[src/rtl/sync32k_pkg.sv]
package sync32k_pkg;

  typedef enum logic [1:0] {
    SZ_BYTE = 2'b00,
    SZ_HALF = 2'b01,
    SZ_WORD = 2'b10,
    SZ_BAD  = 2'b11
  } accSize_e;

  typedef enum logic [1:0] {
    ERR_NONE  = 2'b00,
    ERR_REG   = 2'b01,
    ERR_WIDTH = 2'b10
  } errKind_e;

  // Strobes from the decode control into the datapath
  typedef struct packed {
    logic     respond;
    logic     selRev;
    logic     selCnt;
    logic     selHold;
    logic     half;
    logic     capHold;
    errKind_e errKind;
  } strobe_t;

endpackage

[src/rtl/sync32k_tick.sv]
module sync32k_tick #(
  parameter int SYNC_STAGES = 2
) (
  input  logic clk,
  input  logic rstN,
  input  logic refIn,
  output logic tickPulse
);
  // synchroniser stages plus one history bit for the edge detector
  logic [SYNC_STAGES:0] pipe;

  always_ff @(posedge clk) begin
    if (!rstN) pipe <= '0;
    else       pipe <= {pipe[SYNC_STAGES-1:0], refIn};
  end

  assign tickPulse = pipe[SYNC_STAGES-1] & ~pipe[SYNC_STAGES];

endmodule

[src/rtl/sync32k_ctrl.sv]
module sync32k_ctrl
  import sync32k_pkg::*;
#(
  parameter int          ADDR_W  = 8,
  parameter logic [7:0]  REV_OFS = 8'h00,
  parameter logic [7:0]  CNT_OFS = 8'h10
) (
  input  logic              busRd,
  input  logic              busWr,
  input  logic [1:0]        busSize,
  input  logic [ADDR_W-1:0] busAddr,
  output strobe_t           stb
);
  localparam logic [ADDR_W-1:0] REV_A = ADDR_W'(REV_OFS);
  localparam logic [ADDR_W-1:0] CNT_A = ADDR_W'(CNT_OFS);

  logic              access;
  logic              isHalf;
  logic              widthBad;
  logic [ADDR_W-1:0] wordAddr;

  always_comb begin
    access   = busRd | busWr;
    isHalf   = (accSize_e'(busSize) == SZ_HALF);
    widthBad = !(isHalf || accSize_e'(busSize) == SZ_WORD);
    wordAddr = isHalf ? {busAddr[ADDR_W-1:2], 2'b00} : busAddr;

    stb         = '0;
    stb.errKind = ERR_NONE;
    stb.respond = access;
    if (access) begin
      if (widthBad) begin
        stb.errKind = ERR_WIDTH;
      end else if (busWr) begin
        stb.errKind = ERR_REG;
      end else if (isHalf && busAddr[1]) begin
        stb.selHold = 1'b1;
      end else begin
        stb.half    = isHalf;
        stb.capHold = isHalf;
        if (wordAddr == REV_A)      stb.selRev  = 1'b1;
        else if (wordAddr == CNT_A) stb.selCnt  = 1'b1;
        else                        stb.errKind = ERR_REG;
      end
    end
  end

endmodule

[src/rtl/sync32k_dp.sv]
module sync32k_dp
  import sync32k_pkg::*;
#(
  parameter int          DATA_W    = 32,
  parameter logic [31:0] REV_VALUE = 32'h0000_0021
) (
  input  logic              clk,
  input  logic              rstN,
  input  logic              tickPulse,
  input  strobe_t           stb,
  output logic              respValid,
  output logic [DATA_W-1:0] respData,
  output logic [1:0]        respErrKind,
  output logic [DATA_W-1:0] cntVal,
  output logic [DATA_W/2-1:0] holdVal
);
  localparam int HALF_W = DATA_W / 2;

  logic [DATA_W-1:0] word;

  always_comb begin
    if (stb.selRev)      word = DATA_W'(REV_VALUE);
    else if (stb.selCnt) word = cntVal;
    else                 word = '0;
  end

  always_ff @(posedge clk) begin
    if (!rstN) begin
      cntVal      <= '0;
      holdVal     <= '0;
      respValid   <= 1'b0;
      respData    <= '0;
      respErrKind <= ERR_NONE;
    end else begin
      if (tickPulse) cntVal <= cntVal + 1'b1;
      respValid <= stb.respond;
      if (stb.respond) begin
        respErrKind <= stb.errKind;
        if (stb.selHold)   respData <= {{HALF_W{1'b0}}, holdVal};
        else if (stb.half) respData <= {{HALF_W{1'b0}}, word[HALF_W-1:0]};
        else               respData <= word;
      end
      if (stb.capHold) holdVal <= word[DATA_W-1:HALF_W];
    end
  end

endmodule

[src/rtl/sync32k_counter.sv]
module sync32k_counter
  import sync32k_pkg::*;
#(
  parameter int          ADDR_W      = 8,
  parameter int          SYNC_STAGES = 2,
  parameter logic [7:0]  REV_OFS     = 8'h00,
  parameter logic [7:0]  CNT_OFS     = 8'h10,
  parameter logic [31:0] REV_VALUE   = 32'h0000_0021
) (
  input  logic              clk,
  input  logic              rstN,
  input  logic              refClkIn,
  input  logic [ADDR_W-1:0] busAddr,
  input  logic              busRd,
  input  logic              busWr,
  input  logic [1:0]        busSize,
  output logic              respValid,
  output logic [31:0]       respData,
  output logic [1:0]        respErrKind
);
  localparam int DATA_W = 32;

  logic                tickPulse;
  strobe_t             stb;
  logic [DATA_W-1:0]   cntVal;
  logic [DATA_W/2-1:0] holdVal;

  sync32k_tick #(.SYNC_STAGES(SYNC_STAGES)) u_tick (
    .clk(clk), .rstN(rstN), .refIn(refClkIn), .tickPulse(tickPulse)
  );

  sync32k_ctrl #(.ADDR_W(ADDR_W), .REV_OFS(REV_OFS), .CNT_OFS(CNT_OFS)) u_ctrl (
    .busRd(busRd), .busWr(busWr), .busSize(busSize), .busAddr(busAddr), .stb(stb)
  );

  sync32k_dp #(.DATA_W(DATA_W), .REV_VALUE(REV_VALUE)) u_dp (
    .clk(clk), .rstN(rstN), .tickPulse(tickPulse), .stb(stb),
    .respValid(respValid), .respData(respData), .respErrKind(respErrKind),
    .cntVal(cntVal), .holdVal(holdVal)
  );

endmodule

[config.mk]
export PLATFORM = sky130hd
export DESIGN_NAME = sync32k_counter
export DESIGN_NICKNAME = d
export VERILOG_FILES = /design/src/rtl/sync32k_pkg.sv /design/src/rtl/sync32k_tick.sv /design/src/rtl/sync32k_ctrl.sv /design/src/rtl/sync32k_dp.sv /design/src/rtl/sync32k_counter.sv
export SDC_FILE = /design/constraint.sdc
export NUM_CORES = 1
export LEC_CHECK = 0
export ABC_CLOCK_PERIOD_IN_PS = 3400
export BUFFER_PORTS_ARGS = -buffer_cell sky130_fd_sc_hd__buf_4
export CAP_MARGIN = 20
export CORE_ASPECT_RATIO = 0.5
export CORE_MARGIN = 3
export CORE_UTILIZATION = 25
export DETAILED_ROUTE_END_ITERATION = 7
export GPL_TIMING_DRIVEN = 0
export HOLD_SLACK_MARGIN = 0.1
export PLACE_DENSITY = 0.43
export SETUP_SLACK_MARGIN = 0.1
export SLEW_MARGIN = 20
export SYNTH_ARGS = -nofsm -noshare
export SYNTH_HDL_FRONTEND = slang
export SYNTH_SLANG_ARGS = --single-unit
[constraint.sdc]
create_clock -name clk -period 3.4 [get_ports clk]
set_input_delay 0 -clock clk [delete_from_list [all_inputs] [get_ports clk]]
set_output_delay 0 -clock clk [all_outputs]
set_load 0.03 [all_outputs]
==> summary.md <==
| Metric | Value |
|---|---|
| Detailed Place HPWL | 7.117 mm |
| Final setup TNS | 0 ns |
| Final Net Count | 441 |
| Mean routed wirelength per cell | 15.60 um |
| Final setup skew | 0.006528 ns |
| Post-route ant nets | 0 |
| Num rows | 30 |
| Post-synthesis area per instance | 9.823 um^2 |
| Startpoint Class | flop |
| Final Instance Area | 4496 um^2 |
| Data arrival, critical path | 2.44 ns |
| Global-route wire length before repair | 15.73 mm |
| Buffer depth of the longest clock path | 2 |
| H-tree depth | 3 |
| Hold crit path type | in2reg |
| Count of endpoints failing setup in the final report | 0 |
| Final hold violations | 0 |
| Overall die height | 90.45 um |
| Leak Pwr | 1.703 nW |
| FILL cells | 1475 |
| Maximum fanout count along the critical path | 10 |
| Maximum number of pins on one net before global-route repair | 14 |
| Critical path capture point type | flop |
| Number of buffers added on ports | 48 |
| Die outline width | 174.9 um |
| Number of max-capacitance violations reported | 0 |
| Skew-Pair Late Insertion Delay | 0.34 ns |
| Worst setup path category | reg2reg |
| Synth-to-layout area growth | 26.07% |
| Period minus WS final | 2.210 ns |
| Clk sinks | 86 |
| Vias per Instance | 4.506 |
| Initial Util | 25.96% |
| Final period utilization | 64.99% |
| Post-Synthesis Cell Area | 3566 um^2 |
| Cell area after placement | 4167 um^2 |
| Gr ovfl total | 0 |
| First-iteration detailed-routing DRC count | 165 |
| CTS clock-pin slew for the worst setup and hold paths | 0.06 ns |
| Number of design rule violations left after detail routing | 0 |
| TritonRoute pass-1 iters | 4 |
| Count of flip-flops with a built-in enable after synthesis | 0 |
| Number of synthesized register bits | 86 |
| Worst supply voltage drop on vdd | 191.8 uV |
| Gr usage total | 12.69% |
| Overall routed net length | 9.669 mm |
| Pins Over Slew Limit | 0 |
| RSZ-0062 raised after global routing | false |
| Fraction of registers with async set or reset after synthesis | 0% |
| Ratio of cells with drive above 1 in the final layout | 19.39% |
| Post-synth net total | 380 |
| Reg-to-Reg End | u_dp.cntVal[26]$_SDFFE_PN0P_ |
| Root buffer cell | clkbuf_16 |
| TritonCTS clock tree | yes |
| Distinct cell type count of the synthesized netlist | 44 |
| Gate count after technology mapping | 363 |
| # diodes | 0 |
| Via count | 2794 |
| Max transition margin | 44.57% |
| CP max stage delay | 0.75 ns |
| Master of the slowest instance on the critical path | nor3_2 |
| Ys flop type | dfxtp_1 |
| Sequential area share after synthesis | 48.28% |
| Final weighted congestion in routability-driven placement | 0.7475 |
| Startpoint of the worst register-to-register path | u_dp.cntVal[0]$_SDFFE_PN0P_ |
| CP Capture Point | u_dp.cntVal[26]$_SDFFE_PN0P_ |
| Outcome | complete, no violations |
| Antenna violations before repair | 0 |
| Number of global-route vias before repair | 2782 |
| Core region area | 13740 um^2 |
| Worst slew pin tran | 0.8270 ns |
| Number of ports placed on the die boundary | 50 |
| PD cells | 481.0 nW/um^2 |
| Worst reg2reg path depth | 6 |
| Required time of the worst setup path | 3.63 ns |
| Number of synthesis warnings | 0 |
| CP Launch Point | u_dp.cntVal[0]$_SDFFE_PN0P_ |
| R2R setup slack | 1.19 ns |
| Inserted Clock Buffers | 9 |
| Area enclosed by the die boundary | 15820 um^2 |
| Maximum clock frequency | 452.6 MHz |
| CP Cell Sequence | ha_1 -> nand3b_1 -> nor3_2 -> nand4_1 -> xnor2_1 -> and2_1 |
## final cells by class
type                       instances  area, um^2  share of cell area [%]
buffer                            21       105.1                   2.338
tap                              192       240.2                   5.344
inverter                           6       22.52                  0.5010
clock buffer                      12       266.5                   5.928
sequential                        86        1722                   38.30
multi-input combinational        250        1717                   38.19
timing repair buffer              50       380.4                   8.461
clock inverter                     3       42.54                  0.9463
## critical path, delay by kind of cell (launching register included)
| kind | cells | cell delay [ns] |
|---|---|---|
| simple gates | 4 | 1.33 |
| flops | 1 | 0.41 |
| xor+xnor | 1 | 0.18 |
| fa+ha+maj | 1 | 0.18 |
## cell usage in the layout, fill, tap and decap left out, drive strengths merged, types with 2 or more instances in the layout
master,instances
nor2b,24
ha,2
inv,6
nor2,24
dlygate4sd3,2
nand2b,2
nand3,12
o21ai,21
clkbuf,26
and2,32
nand2,14
nor4,2
nand4,12
and4,4
a21boi,4
or3,2
a22o,15
buf,55
and3,6
a22oi,16
a221oi,14
xnor2,24
xor2,5
dfxtp,86
a31oi,2
nor3,5
## how the worst min path moves through the flow
stage	startpoint	endpoint	slack [ns]	depth (start not counted)
after floorplan	refClkIn	u_tick.pipe[0]$_SDFF_PN0_	0.13	1
after global placement	refClkIn	u_tick.pipe[0]$_SDFF_PN0_	0.21	2
after detailed placement	refClkIn	u_tick.pipe[0]$_SDFF_PN0_	0.21	2
after CTS	busAddr[4]	u_dp.respData[0]$_SDFFE_PN0N_	0.12	4
after global routing	busWr	u_dp.respErrKind[0]$_SDFFE_PN0N_	0.15	4
final	busWr	u_dp.respErrKind[0]$_SDFFE_PN0N_	0.12	4
## flip-flops by register name, summed over array words and instances (netlist names)
name              count
u_dp.respValid        1
u_dp.cntVal          32
u_dp.respErrKind      2
u_dp.respData        32
u_dp.holdVal         16
u_tick.pipe           3
## what timing repair did
action,4_1_cts,5_1_grt
hold buffers,2,0
setup buffers,0,0
resized for setup,0,0
hold endpoints to repair,2,0
## Yosys cell counts, types with 5 or more instances
master	count	area [um^2]
dfxtp_1	86	1722
and2_1	32	200.2
nor2_1	24	90.09
nor2b_1	24	150.1
xnor2_1	24	210.2
o21ai_0	21	105.1
a22oi_1	16	120.1
a22o_1	15	131.4
a221oi_1	14	122.6
clkbuf_1	14	52.55
nand2_1	13	48.80
nand3_1	11	55.05
nand4_1	10	62.56
inv_1	6	22.52
and3_1	5	31.28
xor2_1	5	43.79
## stage by stage
stage	setup slack (ns)	util (%)	std cells	power, mW	hold WS [ns]
after floorplan	1.745	-	363	1.119	0.1273
after global placement	1.203	30.33	603	1.172	0.2130
after detailed placement	1.229	30.33	603	1.172	0.2134
after CTS	1.195	32.72	620	2.193	0.1195
after global routing	0.9494	32.72	620	2.237	0.1489
final	1.191	32.72	620	2.163	0.1169
## power breakdown
part | internal (mW) | leakage, nW | switching, mW
clock | 0.624 | 0.151 | 0.390
sequential | 1.02 | 0.696 | 0.00680
combinational | 0.0472 | 0.856 | 0.0751
## routing by layer
layer  vias up  GRT usage [%]  routed length, um
met5         -              0                  0
met4         0          3.382                 58
met3         6          3.442                487
met2        68          16.57               3640
met1      1307          19.86               5482
li1       1413              -                  -
## kinds of logic after synthesis
| logic type | count (synthesis) | share of synthesized area, % |
|---|---|---|
| buf+inv | 27 | 3.579 |
| compound gates | 75 | 15.33 |
| simple gates | 143 | 24.70 |
| mux | 1 | 0.2807 |
| fa+ha+maj | 2 | 0.7016 |
| flops | 86 | 48.28 |
| xor+xnor | 29 | 7.123 |
Power figures use the tool's default switching activity.
